<file path="src/rtl/uarx_pkg.sv">
package uarx_pkg;
    typedef enum logic [1:0] {
        RX_IDLE  = 2'd0,
        RX_START = 2'd1,
        RX_DATA  = 2'd2,
        RX_STOP  = 2'd3
    } rx_state_e;
endpackage

</file>
<file path="src/rtl/uarx_sampler.sv">
// Holds two mid-bit samples and votes with the third, live one.
module uarx_sampler #(
    parameter int OSR = 16,
    parameter int CW  = $clog2(OSR)
) (
    input  logic          clk,
    input  logic          rst_n,
    input  logic          tick,
    input  logic [CW-1:0] cnt,
    input  logic          line,
    output logic          vote_en,
    output logic          vote
);
    localparam int MID = OSR / 2;

    logic [1:0] smp_d, smp_q;

    always_comb begin
        smp_d = smp_q;
        if (tick && cnt == CW'(MID - 1)) smp_d[0] = line;
        if (tick && cnt == CW'(MID))     smp_d[1] = line;
    end

    always_ff @(posedge clk or negedge rst_n) begin
        if (!rst_n) smp_q <= 2'b11;
        else        smp_q <= smp_d;
    end

    assign vote_en = tick && (cnt == CW'(MID + 1));
    assign vote    = (smp_q[0] & smp_q[1]) | (smp_q[0] & line) | (smp_q[1] & line);
endmodule

</file>
<file path="src/rtl/uarx_addr_match.sv">
// Masked address compare plus broadcast detection.
module uarx_addr_match #(
    parameter int DW = 8
) (
    input  logic [DW-1:0] frame_dat,
    input  logic [DW-1:0] node_addr,
    input  logic [DW-1:0] addr_mask,
    output logic          hit
);
    logic [DW-1:0] bcast;
    logic          own_hit, bc_hit;

    always_comb begin
        bcast   = node_addr | addr_mask;
        own_hit = ((frame_dat ^ node_addr) & addr_mask) == '0;
        bc_hit  = (frame_dat & bcast) == bcast;
        hit     = own_hit | bc_hit;
    end
endmodule

</file>
<file path="src/rtl/uart_addr_rx.sv">
module uart_addr_rx
    import uarx_pkg::*;
#(
    parameter int DW  = 8,
    parameter int OSR = 16
) (
    input  logic          clk,
    input  logic          rst_n,
    input  logic          rxd,
    input  logic          os_tick,
    input  logic          mp_en,
    input  logic [DW-1:0] node_addr,
    input  logic [DW-1:0] addr_mask,
    input  logic          done_clr,
    input  logic          ferr_clr,
    output logic [DW-1:0] rx_byte,
    output logic          rx_bit9,
    output logic          rx_done,
    output logic          frame_err
);
    localparam int FW = DW + 1;
    localparam int CW = $clog2(OSR);
    localparam int BW = $clog2(FW);

    typedef struct packed {
        logic [1:0]    sync;
        rx_state_e     st;
        logic [CW-1:0] cnt;
        logic [BW-1:0] bidx;
        logic [FW-1:0] sh;
        logic [DW-1:0] dat;
        logic          b9;
        logic          done;
        logic          ferr;
        logic          armed;
    } rx_regs_t;

    rx_regs_t r_d, r_q;
    logic     line, vote_en, vote, addr_hit, last_tick;

    assign line = r_q.sync[1];

    uarx_sampler #(.OSR(OSR), .CW(CW)) u_smp (
        .clk     (clk),
        .rst_n   (rst_n),
        .tick    (os_tick),
        .cnt     (r_q.cnt),
        .line    (line),
        .vote_en (vote_en),
        .vote    (vote)
    );

    uarx_addr_match #(.DW(DW)) u_match (
        .frame_dat (r_q.sh[DW-1:0]),
        .node_addr (node_addr),
        .addr_mask (addr_mask),
        .hit       (addr_hit)
    );

    assign last_tick = os_tick && (r_q.cnt == CW'(OSR - 1));

    always_comb begin
        r_d      = r_q;
        r_d.sync = {r_q.sync[0], rxd};
        if (done_clr) r_d.done = 1'b0;
        if (ferr_clr) r_d.ferr = 1'b0;

        if (r_q.st != RX_IDLE && os_tick) begin
            r_d.cnt = last_tick ? '0 : r_q.cnt + CW'(1);
        end

        unique case (r_q.st)
            RX_IDLE: begin
                if (os_tick && !line) begin
                    r_d.st  = RX_START;
                    r_d.cnt = CW'(1);
                end
            end
            RX_START: begin
                if (vote_en && vote) begin
                    r_d.st  = RX_IDLE;
                    r_d.cnt = '0;
                end else if (last_tick) begin
                    r_d.st   = RX_DATA;
                    r_d.bidx = '0;
                end
            end
            RX_DATA: begin
                if (vote_en) r_d.sh = {vote, r_q.sh[FW-1:1]};
                if (last_tick) begin
                    if (r_q.bidx == BW'(FW - 1)) r_d.st = RX_STOP;
                    else                         r_d.bidx = r_q.bidx + BW'(1);
                end
            end
            RX_STOP: begin
                if (vote_en) begin
                    r_d.st  = RX_IDLE;
                    r_d.cnt = '0;
                    if (!vote) begin
                        r_d.ferr = 1'b1;
                    end else if (!mp_en ||
                                 (r_q.sh[FW-1] && addr_hit) ||
                                 (!r_q.sh[FW-1] && r_q.armed)) begin
                        r_d.dat  = r_q.sh[DW-1:0];
                        r_d.b9   = r_q.sh[FW-1];
                        r_d.done = 1'b1;
                    end
                    if (vote && mp_en && r_q.sh[FW-1]) r_d.armed = addr_hit;
                end
            end
            default: r_d.st = RX_IDLE;
        endcase
    end

    always_ff @(posedge clk or negedge rst_n) begin
        if (!rst_n) begin
            r_q      <= '0;
            r_q.sync <= 2'b11;
            r_q.st   <= RX_IDLE;
            r_q.sh   <= '1;
        end else begin
            r_q <= r_d;
        end
    end

    assign rx_byte   = r_q.dat;
    assign rx_bit9   = r_q.b9;
    assign rx_done   = r_q.done;
    assign frame_err = r_q.ferr;
endmodule

</file>
<file path="config.mk">
export PLATFORM = sky130hd
export DESIGN_NAME = uart_addr_rx
export DESIGN_NICKNAME = d
export VERILOG_FILES = /design/src/rtl/uarx_pkg.sv /design/src/rtl/uarx_sampler.sv /design/src/rtl/uarx_addr_match.sv /design/src/rtl/uart_addr_rx.sv
export SDC_FILE = /design/constraint.sdc
export NUM_CORES = 1
export LEC_CHECK = 0
export BUFFER_PORTS_ARGS = -buffer_cell sky130_fd_sc_hd__buf_2
export CAP_MARGIN = 10
export CORE_MARGIN = 4
export CORE_UTILIZATION = 30
export CTS_CLUSTER_DIAMETER = 120
export DETAILED_ROUTE_END_ITERATION = 8
export GPL_TIMING_DRIVEN = 0
export PLACE_DENSITY = 0.55
export SLEW_MARGIN = 25
export SYNTH_ARGS = -nofsm -noshare
export SYNTH_HDL_FRONTEND = slang
export SYNTH_SLANG_ARGS = --single-unit
</file>
<file path="constraint.sdc">
create_clock -name clk -period 2.4 [get_ports clk]
set_input_delay 0.48 -clock clk [delete_from_list [all_inputs] [get_ports clk]]
set_output_delay 0.48 -clock clk [all_outputs]
set_load 0.005 [all_outputs]
</file>
==> reports/results.ini, run 1 <==
[logic_synthesis]
synth.distinct_cells = 47
yosysWarningCount = 0
ys_ff_latch = 35
synth_commonest_cells = dfrtp_1, o21ai_0, dfstp_2
synth_top_cell_by_area = dfrtp_1
ys_dominant_reg_cell = dfrtp_1
synth_edf_count = 0
synthSimpleGateAreaFrac_pct = 12.2
syn_inst = 197
synth.most_common_cell = dfrtp_1
synth.area.top_cells = dfrtp_1, dfstp_2, mux2_2
synth_top_family_by_area = compound AO/OA/AOI/OAI gates
synth_top_area_share_pct = 27.3
syn_avg_cell_area_um2 = 10.3
yosys.area_share.xor_xnor_pct = 3.47
synthMuxAreaShare_pct = 6.63
synthArstFlopShare_pct = 100
synth-compound-area-share_pct = 23.0
synth_area_um2 = 2020
ys_seq_area_share_pct = 44.2
synth_fa_ha_area_share_pct = 3.66
syn_nets = 225

[die]
start_util_pct = 31.3
ios = 34
coreArea_um2 = 6460
die_w_um = 90.0
dieArea_um2 = 8110
fp.dieH_um = 90.0
num_rows = 29

[power]
clkPwrFrac_pct = 30.4
power_density_nw_per_um2 = 651
vdd_drop_max_uv = 479
power_mw = 1.55
combPwrFrac_pct = 22.1
p_seq_share_pct = 47.5
power_switching_mw = 0.475
leakage_nw = 1.08
p_sw_share_pct = 30.7
internal_power_mw = 1.07

[cells_and_area]
instances_no_fill = 315
ff_latch_area_um2 = 892
area_growth_pct = 17.9
multi_input_area_um2 = 988
nFillCells = 660
final_core_utilization_pct = 36.9
drive_above_1_share_pct = 34.9
n_antenna_cell = 0
final_nets = 265
design_area_um2 = 2380

[timing]
relSlewSlack_pct = 47.2
timing.hold.ws_ns = 0.267
finClkSkew_ns = 0.00621
rsz0062_at_grt = false
finalCritPeriodShare_pct = 85.2
max_freq_mhz = 489
hold_viol_final = 0
fin_crit_ns = 2.05
tightest_slew_ns = 0.792
fin_ws_ns = 0.354
setup_tns_ns = 0
setup_viol = 0
finalMaxSlewViolations = 0

[clocking]
post_cts_buffers = 0
clock_latency_ns = 0.29
cts_tree = done
ctsHoldBuffers = 0
path_clk_slew_ns = 0.07
root_buffer = clkbuf_8
cts_buffer_depth = 2
htreeDepth = 2
numCtsBuffers = 5
cts_resized = 0
numClockSinks = 35

[place]
port_buffers = 33
hpwl_um = 3200
pre_cts_slack_ns = 0.335
placed_area_um2 = 2280
finalWeightedCongestion = 0.756
dp.cells = 307

[outcome]
status = finished, final reports clean

[critical_path]
arrival_ns = 2.19
startpoint_type = flip-flop
path_max_fanout = 9
crit_required_ns = 2.55
crit_type = flip-flop to flip-flop
cp-end-kind = flip-flop

[global_route]
grt_remaining_overflow = 0
antenna_found_initial = 0
grt_usage_pct = 11.2
grt_max_degree = 36
grt_pass1_vias = 1528
grt_pass1_wl_um = 7560

[run]
maxCapViolCount = 0

[detailed_routing]
routed_wl_um = 4320
ant_nets = 0
via_per_inst = 5.03
wl_per_cell_um = 13.7
drtIter0Drc = 106
drc = 0
vias = 1583
dr.pass1.iters = 4

[worst_hold_path]
hp-class = primary input to async pin

layout make-up:
cell class / count / area share, %
Multi-Input combinational cell: 137 / 41.5
Sequential cell: 35 / 37.5
Timing Repair Buffer: 33 / 6.94
Buffer: 16 / 4.41
Clock buffer: 8 / 4.20
Tap cell: 77 / 4.05
Inverter: 9 / 1.42
placed cells by master (no fill, tap or decap), drive strengths merged, types with 2 or more instances in the layout:
cell,Yosys,final
o311ai,8,8
ha,5,5
dfstp,13,13
a22oi,4,4
dfrtp,22,22
and2,2,2
a31oi,2,2
o2111ai,2,2
o21ai,19,19
a21o,2,2
nor2b,2,2
nor2,9,9
nand2b,4,4
nor3,2,2
or2,2,2
mux2,11,11
clkbuf,2,10
nand2,10,10
o31ai,2,2
inv,9,9
o21bai,6,6
xor2,8,8
and4,2,2
o22ai,9,9
nand4,2,2
a21oi,10,10
buf,14,47
nand3,2,2
path summary, 6_finish.rpt:
path | start | endpoint | slack [ns] | cells past startpoint
min | rst_n | rx_byte[1] | 0.27 | 1
min in group clk | rxd | r_d[32] | 0.29 | 1
max in group asynchronous | rst_n | r_q[27] | 1.62 | 1
max reg2reg | r_q[26] | rx_byte[2] | 0.35 | 9
max | r_q[26] | rx_byte[2] | 0.35 | 9
min reg2reg | r_d[32] | line | 0.36 | 0
cell families (layout without fill, tap and decap cells):
family,count (synthesis),after routing
fa+ha+maj,6,6
buf+inv,25,66
xor+xnor,8,8
flops,35,35
simple gates,42,42
mux,12,12
compound gates,69,69
critical path, stage by stage (launching register included):
cell,delay (ns)
dfrtp_1,0.42
inv_1,0.09
ha_1,0.13
and4b_1,0.19
buf_4,0.15
nand4_4,0.13
or2_2,0.31
clkbuf_1,0.22
o311ai_1,0.15
o22ai_1,0.11
flip-flops by register name, indices dropped and copies added, names as in the netlist, named ones only:
| name | count |
|---|---|
| r_q | 19 |
| rx_done | 1 |
| r_d | 1 |
| rx_bit9 | 1 |
| u_smp.smp_q | 2 |
| line | 1 |
| rx_byte | 8 |
| frame_err | 1 |
per-layer routing:
metal	up-vias	GRT usage, %	part of all wire [%]
met4	0	4.21	1.6
met3	7	2.34	4.0
met2	29	16.2	44
met5	-	0	0
li1	798	-	-
met1	749	16.2	50
power by group through the flow:
stage	clock, mW	combinational (mW)	sequential (mW)
detailed placement	0	0.345	0.747
global placement	0	0.341	0.745
global route	0.518	0.390	0.755
floorplan	0	0.255	0.730
finish	0.472	0.342	0.736
CTS	0.485	0.345	0.736
Power figures use the tool's default switching activity.
==> inputs of run 2 (changes only) <==
--- a/config.mk
+++ b/config.mk
@@ -5,6 +5,7 @@
 export SDC_FILE = /design/constraint.sdc
 export NUM_CORES = 1
 export LEC_CHECK = 0
+export ABC_AREA = 1
 export BUFFER_PORTS_ARGS = -buffer_cell sky130_fd_sc_hd__buf_2
 export CAP_MARGIN = 10
 export CORE_MARGIN = 4
==> reports/results.ini, run 2 <==
[outcome]
status = finished, final reports clean  ; unchanged

[clocking]
cts_buffer_depth = 2  ; unchanged
clock_latency_ns = 0.29  ; about the same
ctsHoldBuffers = 0  ; unchanged
cts_tree = done  ; unchanged
root_buffer = clkbuf_8  ; unchanged
numCtsBuffers = 5  ; unchanged
numClockSinks = 35  ; unchanged
cts_resized = 0  ; unchanged
post_cts_buffers = 0  ; unchanged
path_clk_slew_ns = 0.08  ; was 0.07 ns
htreeDepth = 2  ; unchanged

[logic_synthesis]
syn_avg_cell_area_um2 = 7.64  ; was 10.3 µm²
yosysWarningCount = 0  ; unchanged
synth_top_cell_by_area = dfrtp_1  ; unchanged
synth.most_common_cell = nand2_1  ; was dfrtp_1
syn_inst = 266  ; was 197
synth_commonest_cells = nand2_1, inv_1, o21ai_0  ; was dfrtp_1, o21ai_0, dfstp_2
ys_dominant_reg_cell = dfrtp_1  ; unchanged
synth.area.top_cells = dfrtp_1, dfstp_2, nand2_1  ; was dfrtp_1, dfstp_2, mux2_2
syn_nets = 294  ; was 225
synthArstFlopShare_pct = 100  ; unchanged
ys_ff_latch = 35  ; unchanged
synth_top_area_share_pct = 27.1  ; was 27.3%
synth_edf_count = 0  ; unchanged
synth.distinct_cells = 28  ; was 47
synth_area_um2 = 2030  ; was 2020 µm²
ys_seq_area_share_pct = 43.9  ; was 44.2%

[critical_path]
arrival_ns = 1.95  ; was 2.19 ns
reg2reg_from = r_q[25]  ; was r_q[26]
rr_worst_depth = 7  ; was 9
r2r_end = r_q[19]  ; was rx_byte[2]
crit_type = flip-flop to flip-flop  ; unchanged
crit_required_ns = 2.62  ; was 2.55 ns
startpoint_type = flip-flop  ; unchanged
path_max_fanout = 10  ; was 9
r2r_slack_ns = 0.67  ; was 0.35 ns
cp-end-kind = flip-flop  ; unchanged
crit_path_start = r_q[25]  ; was r_q[26]

[place]
dp.cells = 376  ; was 307
hpwl_um = 3120  ; was 3200 µm
finalWeightedCongestion = 0.768  ; was 0.756
pre_cts_slack_ns = 0.668  ; was 0.335 ns
port_buffers = 33  ; unchanged

[cells_and_area]
largest_reg_flops = 19  ; unchanged
area_growth_pct = 18.4  ; was 17.9%
final_nets = 334  ; was 265
nFillCells = 675  ; was 660
drive_above_1_share_pct = 27.4  ; was 34.9%
n_antenna_cell = 0  ; unchanged
regMostFlops = r_q  ; unchanged
instances_no_fill = 384  ; was 315
multi_input_area_um2 = 897  ; was 988 µm²
final_common_cell = nand2_1  ; was buf_2
ff_latch_area_um2 = 892  ; unchanged
mostFrequentLayoutCells = nand2_1, inv_1, buf_2, o21ai_0, dfrtp_1  ; was buf_2, dfrtp_1, o21ai_0, dfstp_2, mux2_2

[detailed_routing]
dr.pass1.iters = 4  ; unchanged
drtIter0Drc = 48  ; was 106
wl_per_cell_um = 10.5  ; was 13.7 µm
ant_nets = 0  ; unchanged
routed_wl_um = 4030  ; was 4320 µm
via_per_inst = 4.37  ; was 5.03
drc = 0  ; unchanged
vias = 1679  ; was 1583

[worst_hold_path]
hp-class = primary input to async pin  ; unchanged

[die]
fp.dieH_um = 90.3  ; was 90.0 µm
num_rows = 29  ; unchanged
ios = 34  ; unchanged
coreArea_um2 = 6460  ; unchanged
die_w_um = 90.3  ; was 90.0 µm
dieArea_um2 = 8160  ; was 8110 µm²
start_util_pct = 31.5  ; was 31.3%

[global_route]
grt_max_degree = 36  ; unchanged
grt_pass1_wl_um = 7070  ; was 7560 µm
grt_pass1_vias = 1650  ; was 1528
antenna_found_initial = 0  ; unchanged
grt_usage_pct = 10.4  ; was 11.2%
grt_remaining_overflow = 0  ; unchanged

[timing]
rsz0062_at_grt = false  ; unchanged
finalMaxSlewViolations = 0  ; unchanged
fin_ws_ns = 0.668  ; was 0.354 ns
fin_crit_ns = 1.73  ; was 2.05 ns
hold_viol_final = 0  ; unchanged
max_freq_mhz = 577  ; was 489 MHz
finalCritPeriodShare_pct = 72.2  ; was 85.2%
finClkSkew_ns = 0.00967  ; was 0.00621 ns
relSlewSlack_pct = 47.5  ; was 47.2%
setup_viol = 0  ; unchanged
setup_tns_ns = 0  ; unchanged
tightest_slew_ns = 0.787  ; was 0.792 ns

[run]
maxCapViolCount = 0  ; unchanged

[power]
vdd_drop_max_uv = 233  ; was 479 µV
leakage_nw = 1.20  ; was 1.08 nW
power_density_nw_per_um2 = 615  ; was 651 nW/µm²

[run 2: through the flow]
stage	utilization (%)	total power, mW	hold WS, ns	instance area (µm²)
after global routing	37.3	1.58	0.280	2410
after detailed placement	35.5	0.966	0.347	2290
after global placement	35.5	0.961	0.346	2290
after CTS	37.3	1.50	0.281	2410
final	37.3	1.48	0.272	2410
after floorplan	-	0.885	0.184	2030
[run 2: cells by family (layout without fill, tap and decap cells)]
kind of cell / count (synthesis) / in the layout / share of synthesized area [%]
flip-flops: 35 / 35 / 43.9
buffers and inverters: 54 / 95 / 12.0
AND/OR/NAND/NOR: 136 / 136 / 31.3
adder cells (fa/ha/maj): 5 / 5 / 3.08
AO/OA/AOI/OAI: 33 / 33 / 8.43
XOR/XNOR: 3 / 3 / 1.29
[run 2: where the power goes]
part | internal, mW | switching, mW
Combinational | 0.0969 | 0.161
Sequential | 0.645 | 0.0507
Clock | 0.309 | 0.217
[run 2: area by class of cell]
| cell class | instances | area share [%] |
|---|---|---|
| plain buffers | 11 | 3.43 |
| clock buffers | 5 | 2.86 |
| clock inverters | 3 | 1.82 |
| inverters | 43 | 6.70 |
| multi-input cells | 177 | 37.3 |
| flip-flops and latches | 35 | 37.1 |
| well taps | 77 | 4.00 |
| repair buffers | 33 | 6.86 |
[run 2: how the worst max path moves through the flow]
stage,cells after the start,to
finish,7,r_q[19]
global route,7,r_q[17]
CTS,7,r_q[19]
detailed placement,7,r_q[19]
global placement,6,r_q[17]
floorplan,9,rx_byte[0]
[run 2: worst max-delay path, stage by stage (launching register included)]
cell and delay, ns:
dfrtp_1 0.44, ha_1 0.23, nand4_2 0.11, inv_2 0.06, nand2_1 0.26, clkbuf_1 0.39
nand2_1 0.09, o21ai_0 0.09
[run 2: per-layer routing]
| metal | up-vias | GRT usage, % | part of all wire (%) |
|---|---|---|---|
| met5 | - | 0 | 0 |
| met4 | 0 | 3.44 | 1.3 |
| met3 | 5 | 3.42 | 3.8 |
| met2 | 18 | 17.3 | 46 |
| met1 | 750 | 12.8 | 49 |
| li1 | 906 | - | - |
